**config.mk**
```make
export PLATFORM = sky130hd
export DESIGN_NAME = cellbuf_mgr
export DESIGN_NICKNAME = d
export VERILOG_FILES = /design/src/rtl/cellbuf_pkg.sv /design/src/rtl/cb_free_pool.sv /design/src/rtl/cb_admit.sv /design/src/rtl/cb_queue_links.sv /design/src/rtl/cellbuf_mgr.sv
export SDC_FILE = /design/constraint.sdc
export NUM_CORES = 1
export LEC_CHECK = 0
export ABC_AREA = 1
export BUFFER_PORTS_ARGS = -buffer_cell sky130_fd_sc_hd__buf_4
export CAP_MARGIN = 20
export CORE_MARGIN = 3
export CORE_UTILIZATION = 54
export DETAILED_ROUTE_END_ITERATION = 7
export PLACE_DENSITY_LB_ADDON = 0.12
export SETUP_SLACK_MARGIN = 0.15
export SYNTH_ARGS = -nofsm -noshare
export SYNTH_HDL_FRONTEND = slang
export SYNTH_SLANG_ARGS = --single-unit
export TNS_END_PERCENT = 20
```
**constraint.sdc**
```tcl
create_clock -name clk -period 21.1 [get_ports clk]
set_clock_uncertainty 0.05 [all_clocks]
set_input_delay 2.11 -clock clk [delete_from_list [all_inputs] [get_ports clk]]
set_output_delay 2.11 -clock clk [all_outputs]
set_load 0.03 [all_outputs]
```
**src/rtl/cellbuf_pkg.sv**
```systemverilog
package cellbuf_pkg;
    typedef enum logic {
        POL_PARTITION = 1'b0,
        POL_SHARED    = 1'b1
    } policy_e;
endpackage

```
**src/rtl/cb_free_pool.sv**
```systemverilog
module cb_free_pool #(
    parameter int DEPTH = 16,
    parameter int AW    = $clog2(DEPTH),
    parameter int CW    = $clog2(DEPTH + 1)
) (
    input  logic          clk,
    input  logic          rst_n,
    input  logic          pop_i,
    input  logic          push_i,
    input  logic [AW-1:0] push_addr_i,
    output logic [AW-1:0] head_o,
    output logic [CW-1:0] count_o
);
    typedef struct {
        logic [AW-1:0] ring [DEPTH];
        logic [AW-1:0] rd;
        logic [AW-1:0] wr;
        logic [CW-1:0] cnt;
    } pool_t;

    pool_t pool_d, pool_q;

    function automatic logic [AW-1:0] bump(input logic [AW-1:0] p);
        return (p == AW'(DEPTH - 1)) ? '0 : p + AW'(1);
    endfunction

    always_comb begin
        pool_d = pool_q;
        if (pop_i) pool_d.rd = bump(pool_q.rd);
        if (push_i) begin
            pool_d.ring[pool_q.wr] = push_addr_i;
            pool_d.wr              = bump(pool_q.wr);
        end
        case ({push_i, pop_i})
            2'b10:   pool_d.cnt = pool_q.cnt + CW'(1);
            2'b01:   pool_d.cnt = pool_q.cnt - CW'(1);
            default: pool_d.cnt = pool_q.cnt;
        endcase
    end

    always_ff @(posedge clk) begin
        if (!rst_n) begin
            for (int i = 0; i < DEPTH; i++) pool_q.ring[i] <= AW'(i);
            pool_q.rd  <= '0;
            pool_q.wr  <= '0;
            pool_q.cnt <= CW'(DEPTH);
        end else begin
            pool_q <= pool_d;
        end
    end

    assign head_o  = pool_q.ring[pool_q.rd];
    assign count_o = pool_q.cnt;
endmodule

```
**src/rtl/cb_admit.sv**
```systemverilog
module cb_admit
    import cellbuf_pkg::*;
#(
    parameter int N     = 4,
    parameter int DEPTH = 16,
    parameter int CAP   = 8,
    parameter int RESV  = 2,
    parameter int PW    = $clog2(N),
    parameter int CW    = $clog2(DEPTH + 1)
) (
    input  policy_e       policy_i,
    input  logic [PW-1:0] port_i,
    input  logic [CW-1:0] occ_i [N],
    input  logic [CW-1:0] free_i,
    output logic          admit_o
);
    localparam int REGION = DEPTH / N;

    logic [CW-1:0] owed;
    logic          part_ok;
    logic          shared_ok;

    always_comb begin
        owed = '0;
        for (int p = 0; p < N; p++) begin
            if (PW'(p) != port_i && occ_i[p] < CW'(RESV))
                owed = owed + (CW'(RESV) - occ_i[p]);
        end
        part_ok   = occ_i[port_i] < CW'(REGION);
        shared_ok = (occ_i[port_i] < CW'(CAP)) && (free_i > owed);
        admit_o   = (policy_i == POL_SHARED) ? shared_ok : part_ok;
    end
endmodule

```
**src/rtl/cb_queue_links.sv**
```systemverilog
module cb_queue_links #(
    parameter int N     = 4,
    parameter int DEPTH = 16,
    parameter int AW    = $clog2(DEPTH),
    parameter int PW    = $clog2(N),
    parameter int CW    = $clog2(DEPTH + 1)
) (
    input  logic          clk,
    input  logic          rst_n,
    input  logic          wr_en_i,
    input  logic [PW-1:0] wr_port_i,
    input  logic [AW-1:0] wr_addr_i,
    input  logic          rd_en_i,
    input  logic [PW-1:0] rd_port_i,
    output logic [AW-1:0] rd_head_o,
    output logic [CW-1:0] occ_o [N]
);
    typedef struct {
        logic [AW-1:0] head [N];
        logic [AW-1:0] tail [N];
        logic [CW-1:0] cnt  [N];
        logic [AW-1:0] nxt  [DEPTH];
    } links_t;

    links_t lk_d, lk_q;

    always_comb begin
        lk_d = lk_q;
        if (rd_en_i) begin
            lk_d.head[rd_port_i] = lk_q.nxt[lk_q.head[rd_port_i]];
            lk_d.cnt[rd_port_i]  = lk_q.cnt[rd_port_i] - CW'(1);
        end
        if (wr_en_i) begin
            if (lk_d.cnt[wr_port_i] == '0)
                lk_d.head[wr_port_i] = wr_addr_i;
            else
                lk_d.nxt[lk_q.tail[wr_port_i]] = wr_addr_i;
            lk_d.tail[wr_port_i] = wr_addr_i;
            lk_d.cnt[wr_port_i]  = lk_d.cnt[wr_port_i] + CW'(1);
        end
    end

    always_ff @(posedge clk) begin
        if (!rst_n) begin
            for (int p = 0; p < N; p++) begin
                lk_q.head[p] <= '0;
                lk_q.tail[p] <= '0;
                lk_q.cnt[p]  <= '0;
            end
            for (int i = 0; i < DEPTH; i++) lk_q.nxt[i] <= '0;
        end else begin
            lk_q <= lk_d;
        end
    end

    assign rd_head_o = lk_q.head[rd_port_i];
    assign occ_o     = lk_q.cnt;
endmodule

```
**src/rtl/cellbuf_mgr.sv**
```systemverilog
module cellbuf_mgr
    import cellbuf_pkg::*;
#(
    parameter int N     = 4,
    parameter int DEPTH = 16,
    parameter int CAP   = 8,
    parameter int RESV  = 2,
    localparam int AW   = $clog2(DEPTH),
    localparam int PW   = $clog2(N),
    localparam int CW   = $clog2(DEPTH + 1)
) (
    input  logic            clk,
    input  logic            rst_n,
    input  logic            policy_i,
    input  logic            wr_req_i,
    input  logic [PW-1:0]   wr_port_i,
    output logic            wr_ok_o,
    output logic [AW-1:0]   wr_addr_o,
    input  logic            rd_req_i,
    input  logic [PW-1:0]   rd_port_i,
    output logic            rd_ok_o,
    output logic [AW-1:0]   rd_addr_o,
    output logic [N*CW-1:0] occ_o,
    output logic [CW-1:0]   free_cnt_o
);
    logic [CW-1:0] occ [N];
    logic [CW-1:0] free_cnt;
    logic [AW-1:0] pool_head;
    logic [AW-1:0] queue_head;
    logic          admit;
    logic          wr_go;
    logic          rd_go;
    policy_e       policy;

    assign policy = policy_e'(policy_i);
    assign wr_go  = wr_req_i & admit;
    assign rd_go  = rd_req_i & (occ[rd_port_i] != '0);

    cb_admit #(.N(N), .DEPTH(DEPTH), .CAP(CAP), .RESV(RESV), .PW(PW), .CW(CW)) u_admit (
        .policy_i (policy),
        .port_i   (wr_port_i),
        .occ_i    (occ),
        .free_i   (free_cnt),
        .admit_o  (admit)
    );

    cb_free_pool #(.DEPTH(DEPTH), .AW(AW), .CW(CW)) u_pool (
        .clk         (clk),
        .rst_n       (rst_n),
        .pop_i       (wr_go),
        .push_i      (rd_go),
        .push_addr_i (queue_head),
        .head_o      (pool_head),
        .count_o     (free_cnt)
    );

    cb_queue_links #(.N(N), .DEPTH(DEPTH), .AW(AW), .PW(PW), .CW(CW)) u_links (
        .clk       (clk),
        .rst_n     (rst_n),
        .wr_en_i   (wr_go),
        .wr_port_i (wr_port_i),
        .wr_addr_i (pool_head),
        .rd_en_i   (rd_go),
        .rd_port_i (rd_port_i),
        .rd_head_o (queue_head),
        .occ_o     (occ)
    );

    for (genvar p = 0; p < N; p++) begin : g_occ
        assign occ_o[p*CW +: CW] = occ[p];
    end

    assign wr_ok_o    = wr_go;
    assign wr_addr_o  = pool_head;
    assign rd_ok_o    = rd_go;
    assign rd_addr_o  = queue_head;
    assign free_cnt_o = free_cnt;
endmodule

```
Word level (Yosys, flattened, before mapping)
Index checks and enable logic that the tools add are counted.
{ "classes": {"order_cmp": 17, "muxes": 53, "addsub": 13, "n_reduce_logical": 14, "bitwise_logic": 9, "n_eq_ne": 7} }
{ "ops": {"columns": ["op", "n"], "rows": [
  ["$bwmux 64", 2],
  ["$mux 116", 1],
  ["$mux 64", 1],
  ["$mux 5", 12],
  ["$mux 4", 14],
  ["$bwmux 16", 3],
  ["$bwmux 20", 2],
  ["$bmux 4 s4", 2],
  ["$demux 4 s4", 2],
  ["$mux 16", 2],
  ["$bmux 5 s2", 3],
  ["$demux 5 s2", 2],
  ["$ge 5x5->1 const B", 4],
  ["$lt 5x2->1 const B", 4],
  ["$mux 20", 1],
  ["$not 4->5", 4],
  ["$sub 2x5->5 const A", 4],
  ["$bmux 4 s2", 2],
  ["$demux 4 s2", 2],
  ["$add 5x5->5", 3],
  ["$add 5x1->5 const B", 2],
  ["$lt 5x1->1 const B", 2],
  ["$pmux 5 s2", 1],
  ["$sub 5x1->5 const B", 2],
  ["other kinds (20)", 36]
]} }
{ "word_totals": {"out_inout_bits": 35, "regBits": 193, "in_bits": 9} }

Logic depth before layout (Yosys ltp)
{ "depth": {"word_depth": 15, "mapped_depth": 44} }

Cells and area by module
A second synthesis with hierarchy kept.
{ "hier_totals": {"hier_cells": 1953, "hier_area_um2": 12685.9} }
{ "by_module_without_submodules": {"columns": ["mod", "seq_area_each_um2", "instances", "cells_each", "area_each_um2"], "rows": [
  ["cb_queue_links", 2322.2, 1, 1182, 7683.6],
  ["cb_free_pool", 1541.5, 1, 554, 3692.3],
  ["cb_admit", 0.0, 1, 192, 1204.9],
  ["cellbuf_mgr", 0.0, 1, 25, 105.1]
]} }

Least setup slack after synthesis
No wires, ideal clock.
{ "synth_path": {"path_kind": "input to output", "startpoint": "input port wr_port_i[0]", "endpoint": "output port wr_ok_o", "cell_stages": 31, "arrival_time_ns": 7.730, "slack_ns": 11.210, "path_cell_list": "nor2_1 -> nor4_1 -> nand2_1 -> ha_1 -> inv_1 -> ha_1 -> fa_1 -> nand2_1 -> o21ai_0 -> ha_1 -> inv_1 -> fa_1 -> o21ai_0 -> ha_1 -> ha_1 -> a21o_1 -> a21oi_1 -> inv_1 -> a21oi_1 -> o21ai_0 -> xor2_1 -> xor2_1 -> ha_1 -> nand2_1 -> nor2_1 -> o22ai_1 -> nand2_1 -> nand2_1 -> inv_1 -> buf_2 -> clkbuf_1"} }
{ "synth_between": {"elab_chain_len": 13, "word_cells_on_any_way": 25, "cone_classes": "add/sub (3); order compare (3); eq/ne (3); mux (8); bitwise (2); reduce/logical (6)"} }
{ "synth_lines": {"columns": ["item", "line_no", "source"], "rows": [
  ["start: declaration", "cellbuf_mgr.sv:16", "input logic [PW-1:0] wr_port_i,"],
  ["$reduce_bool 2->1", "cb_admit.sv:26", "if (PW'(p) != port_i && occ_i[p] < CW'(RESV))"],
  ["$logic_and 1x1->1", "cb_admit.sv:26", null],
  ["$mux 5", "cb_admit.sv:26", null],
  ["$add 5x5->5", "cb_admit.sv:27", "owed = owed + (CW'(RESV) - occ_i[p]);"],
  ["$mux 5", "cb_admit.sv:26", null],
  ["$add 5x5->5", "cb_admit.sv:27", null],
  ["$mux 5", "cb_admit.sv:26", null],
  ["$add 5x5->5", "cb_admit.sv:27", null],
  ["$mux 5", "cb_admit.sv:26", null],
  ["$gt 5x5->1", "cb_admit.sv:30", "shared_ok = (occ_i[port_i] < CW'(CAP)) && (free_i > owed);"],
  ["$logic_and 1x1->1", "cb_admit.sv:30", null],
  ["$mux 1 *", "cb_admit.sv:31", "admit_o = (policy_i == POL_SHARED) ? shared_ok : part_ok;"],
  ["$and 1x1->1 *", "cellbuf_mgr.sv:36", "assign wr_go = wr_req_i & admit;"],
  ["end: declaration", "cellbuf_mgr.sv:17", "output logic wr_ok_o,"]
]} }
Every way passes the cells marked *; elsewhere a longest branch is shown, timed or not. The select of a mux whose other input is x is not followed.

Worst setup path in the final report
{ "layout_path": {"startpoint": "input port wr_port_i[1]", "endpoint": "output port wr_ok_o"} }
The elaborated chain is that of the path after synthesis.

==> impl_results.md <==
- Crit path capture type: output pin
- Layout cells sized above 1: 9.06%
- Pwr Density: ~180 nW/um^2
- IR drop worst, VDD: approximately 0.48 mV
- Ant diodes: 0
- Vias in the first global route: between 9000 and 10000
- TritonCTS Buffers: 17
- Clock slew at reported path FFs: 0.07 ns
- Switch Pwr: 1090 uW
- Outcome: completed
- Post-synth top area cell: dfxtp_1
- Critical Path RT: between 15 and 20 ns
- Flop pwr share: between 20% and 30%
- CP max stage delay: approximately 0.5 ns
- Clk pwr share: between 10% and 20%
- RePlAce Congestion: 0.906
- Synth top area share: 34.3%
- Setup_tns: 0 ns
- DP HPWL: about 21 mm
- Setup crit start kind: primary input
- First-pass GRT wire length: a little over 50 mm
- CORE AREA: around 20000 um^2
- Arr. time, crit path: between 8 and 9 ns
- Crit path top cell by count: ha_1
- Area grow syn2layout: 7.47%
- Switching Share: just over 50%
- All-Layer GR Usage: approximately 28%
- Register area share after synthesis: 34.3%
- Crit path time final: around 10 ns
- Design area: approximately 12000 um^2
- Final core occ: about 60%
- Max-slew headroom: ~27%
- Post-synth ARST share: 0%
- Post-CTS sizing: 0
- Int Pwr: 1030 uW
- CTS sink cnt: roughly 190
- DRC Markers: 0
- Detail Route Antenna Nets: 0
- Via density: between 5 and 6
- Synthesized area per cell: about 7 um^2
- CTS tree: done
- Num ports: 44
- Crit Path Max Fanout: 13
- 1st-iter DRT viols: 848
- Net count, final: 1685
- Longest Clk Path Bufs: 2
- Vias: ~11000
- GRT overflow: 0
- Commonest non-fill, non-tap cell in the layout: nand2_1
- Hold Path Class: reg2reg
- Setup Fix Bufs, Post-CTS: 0
- Mapped cell area: ~11000 um^2
- Clk Latency, worst-skew pair: around 0.43 ns
- Maximum clock rate: between 90 and 100 MHz
- TritonRoute pass-1 iters: 5
- Crit path buf inv count: 6
- Antenna violations before repair: 0
- DR WL/cell: roughly 16 um
- Cts hold-fix bufs: 0
- Critical path class: in2out
- Synth area leaders: dfxtp_1 (34%), nand2_1 (12%), a21oi_1 (7.2%)
- Yosys cell types: 50
- Largest net degree at the start of global routing: a little over 80
- Most used DFF post-synth: dfxtp_1
- Total wire length: roughly 31 mm
- Mapped Nets: 1710
- Top delay family on crit path: adder cells
- Hold Vio Cnt, Final: 0
- PortBufs: 43
- Worst slew pin tran: around 1.1 ns
- Leakage power: 0.00504 uW
- Post-Syn Instances: around 1700
- Combinational power share: around 63%
- Max Cap Violations: 0
- Final Setup Violations: 0
- Slew Limit Fails: 0
- Post-synth EDFFs: 0
- #FFs+latches synth: about 190
- Die X: approximately 150 um
- Site Rows: 52
- Commonest cells after routing, fill and taps aside: nand2_1 (351), inv_1 (195), dfxtp_1 (193), a21oi_1 (161), o21ai_0 (152)
- Part of the cycle the worst path needs: between 40% and 50%
- DIE AREA: 22600 um^2
- Instance area at placement: 11500 um^2
- Slowest stage cell, crit path: nor4_1
- RSZ-0062 raised after global routing: no
- Yosys warns: 0
- Initial Util: around 55%
- Die Y: between 150 and 200 um
- CTS Root Cell: clkbuf_16
- CTS H-tree depth: 4
- Fillers: around 1900
==> through the flow <==
step	power, uW	worst slack, ns	instances	hold WS [ns]
6_report	2120	10.68	1915	0.406
5_1_grt	2330	10.22	1915	0.424
4_1_cts	2120	10.71	1915	0.408
3_5_place_dp	1800	10.71	1883	0.389
3_3_place_gp	1780	10.85	1883	0.384
2_1_floorplan	1500	11.21	1657	0.374
==> final cells by class <==
| cell class | instances | area [um^2] | share of cell area, % |
|---|---|---|---|
| clock buffer | 20 | 467 | 3.85 |
| multi-input combinational | 1151 | 6100 | 50.4 |
| sequential | 193 | 3860 | 31.9 |
| timing repair buffer | 58 | 435 | 3.60 |
| tap | 270 | 338 | 2.79 |
| inverter | 211 | 792 | 6.54 |
| clock inverter | 12 | 114 | 0.940 |
==> state kept, by name, summed over array words and instances, names as in the netlist <==
| signal | flops |
|---|---|
| u_links.occ_o | 20 |
| u_links.lk_q | 96 |
| u_pool.count_o | 5 |
| u_pool.pool_q | 72 |
==> worst paths after layout <==
path | startpoint | end | slack [ns] | cells past startpoint
min | u_pool.pool_q[57] | u_pool.pool_q[57] | 0.41 | 2
max reg2reg | u_links.occ_o[15] | u_pool.count_o[4] | 12.61 | 39
max | wr_port_i[1] | wr_ok_o | 10.68 | 30
min reg2reg | u_pool.pool_q[57] | u_pool.pool_q[57] | 0.41 | 2
==> layer usage <==
layer | vias to the layer above | global-route usage [%] | routed length, um
met5 | - | 0 | 0
met4 | 0 | 6.77 | 361
met3 | 35 | 4.33 | 1840
met2 | 288 | 45.0 | 14200
met1 | 4995 | 39.1 | 14700
li1 | 5438 | - | -
==> synthesized netlist by cell type (5+ instances only) <==
| master | count |
|---|---|
| ha_1 | 41 |
| o22ai_1 | 10 |
| nand4_1 | 62 |
| clkinv_1 | 5 |
| a21oi_1 | 161 |
| nand3_1 | 93 |
| inv_2 | 10 |
| xnor2_1 | 7 |
| nor2_1 | 130 |
| clkbuf_1 | 58 |
| nor2_2 | 7 |
| o21ai_0 | 152 |
| xor2_1 | 6 |
| inv_1 | 196 |
| dfxtp_1 | 193 |
| buf_4 | 26 |
| a211oi_1 | 5 |
| nand3_2 | 22 |
| buf_2 | 11 |
| o211ai_1 | 48 |
| nand2_1 | 351 |
| nor4_1 | 6 |
| nor2_4 | 6 |
==> power groups by stage <==
stage / Clock [uW] / Combinational, uW / Sequential, uW
floorplan: 0 / 1040 / 460
detailed placement: 0 / 1320 / 484
global placement: 0 / 1300 / 484
CTS: 323 / 1320 / 475
finish: 318 / 1330 / 477
global route: 338 / 1510 / 484
==> worst min-delay path, stage by stage (launching register included) <==
cell and delay [ns]:
dfxtp_1 0.30, inv_1 0.06, a21oi_1 0.05
==> cell families (layout without fill, tap and decap cells) <==
family,after synthesis,in the layout,share of synthesized area (%)
flip-flops,193,193,34.3
buffers and inverters,313,301,11.7
AND/OR/NAND/NOR,693,693,28.1
AO/OA/AOI/OAI,399,399,19.7
other,1,1,0.0333
adder cells (fa/ha/maj),44,44,5.09
multiplexers,1,1,0.0889
XOR/XNOR,13,13,1.01
No activity file was read; power rests on OpenSTA's default activity.
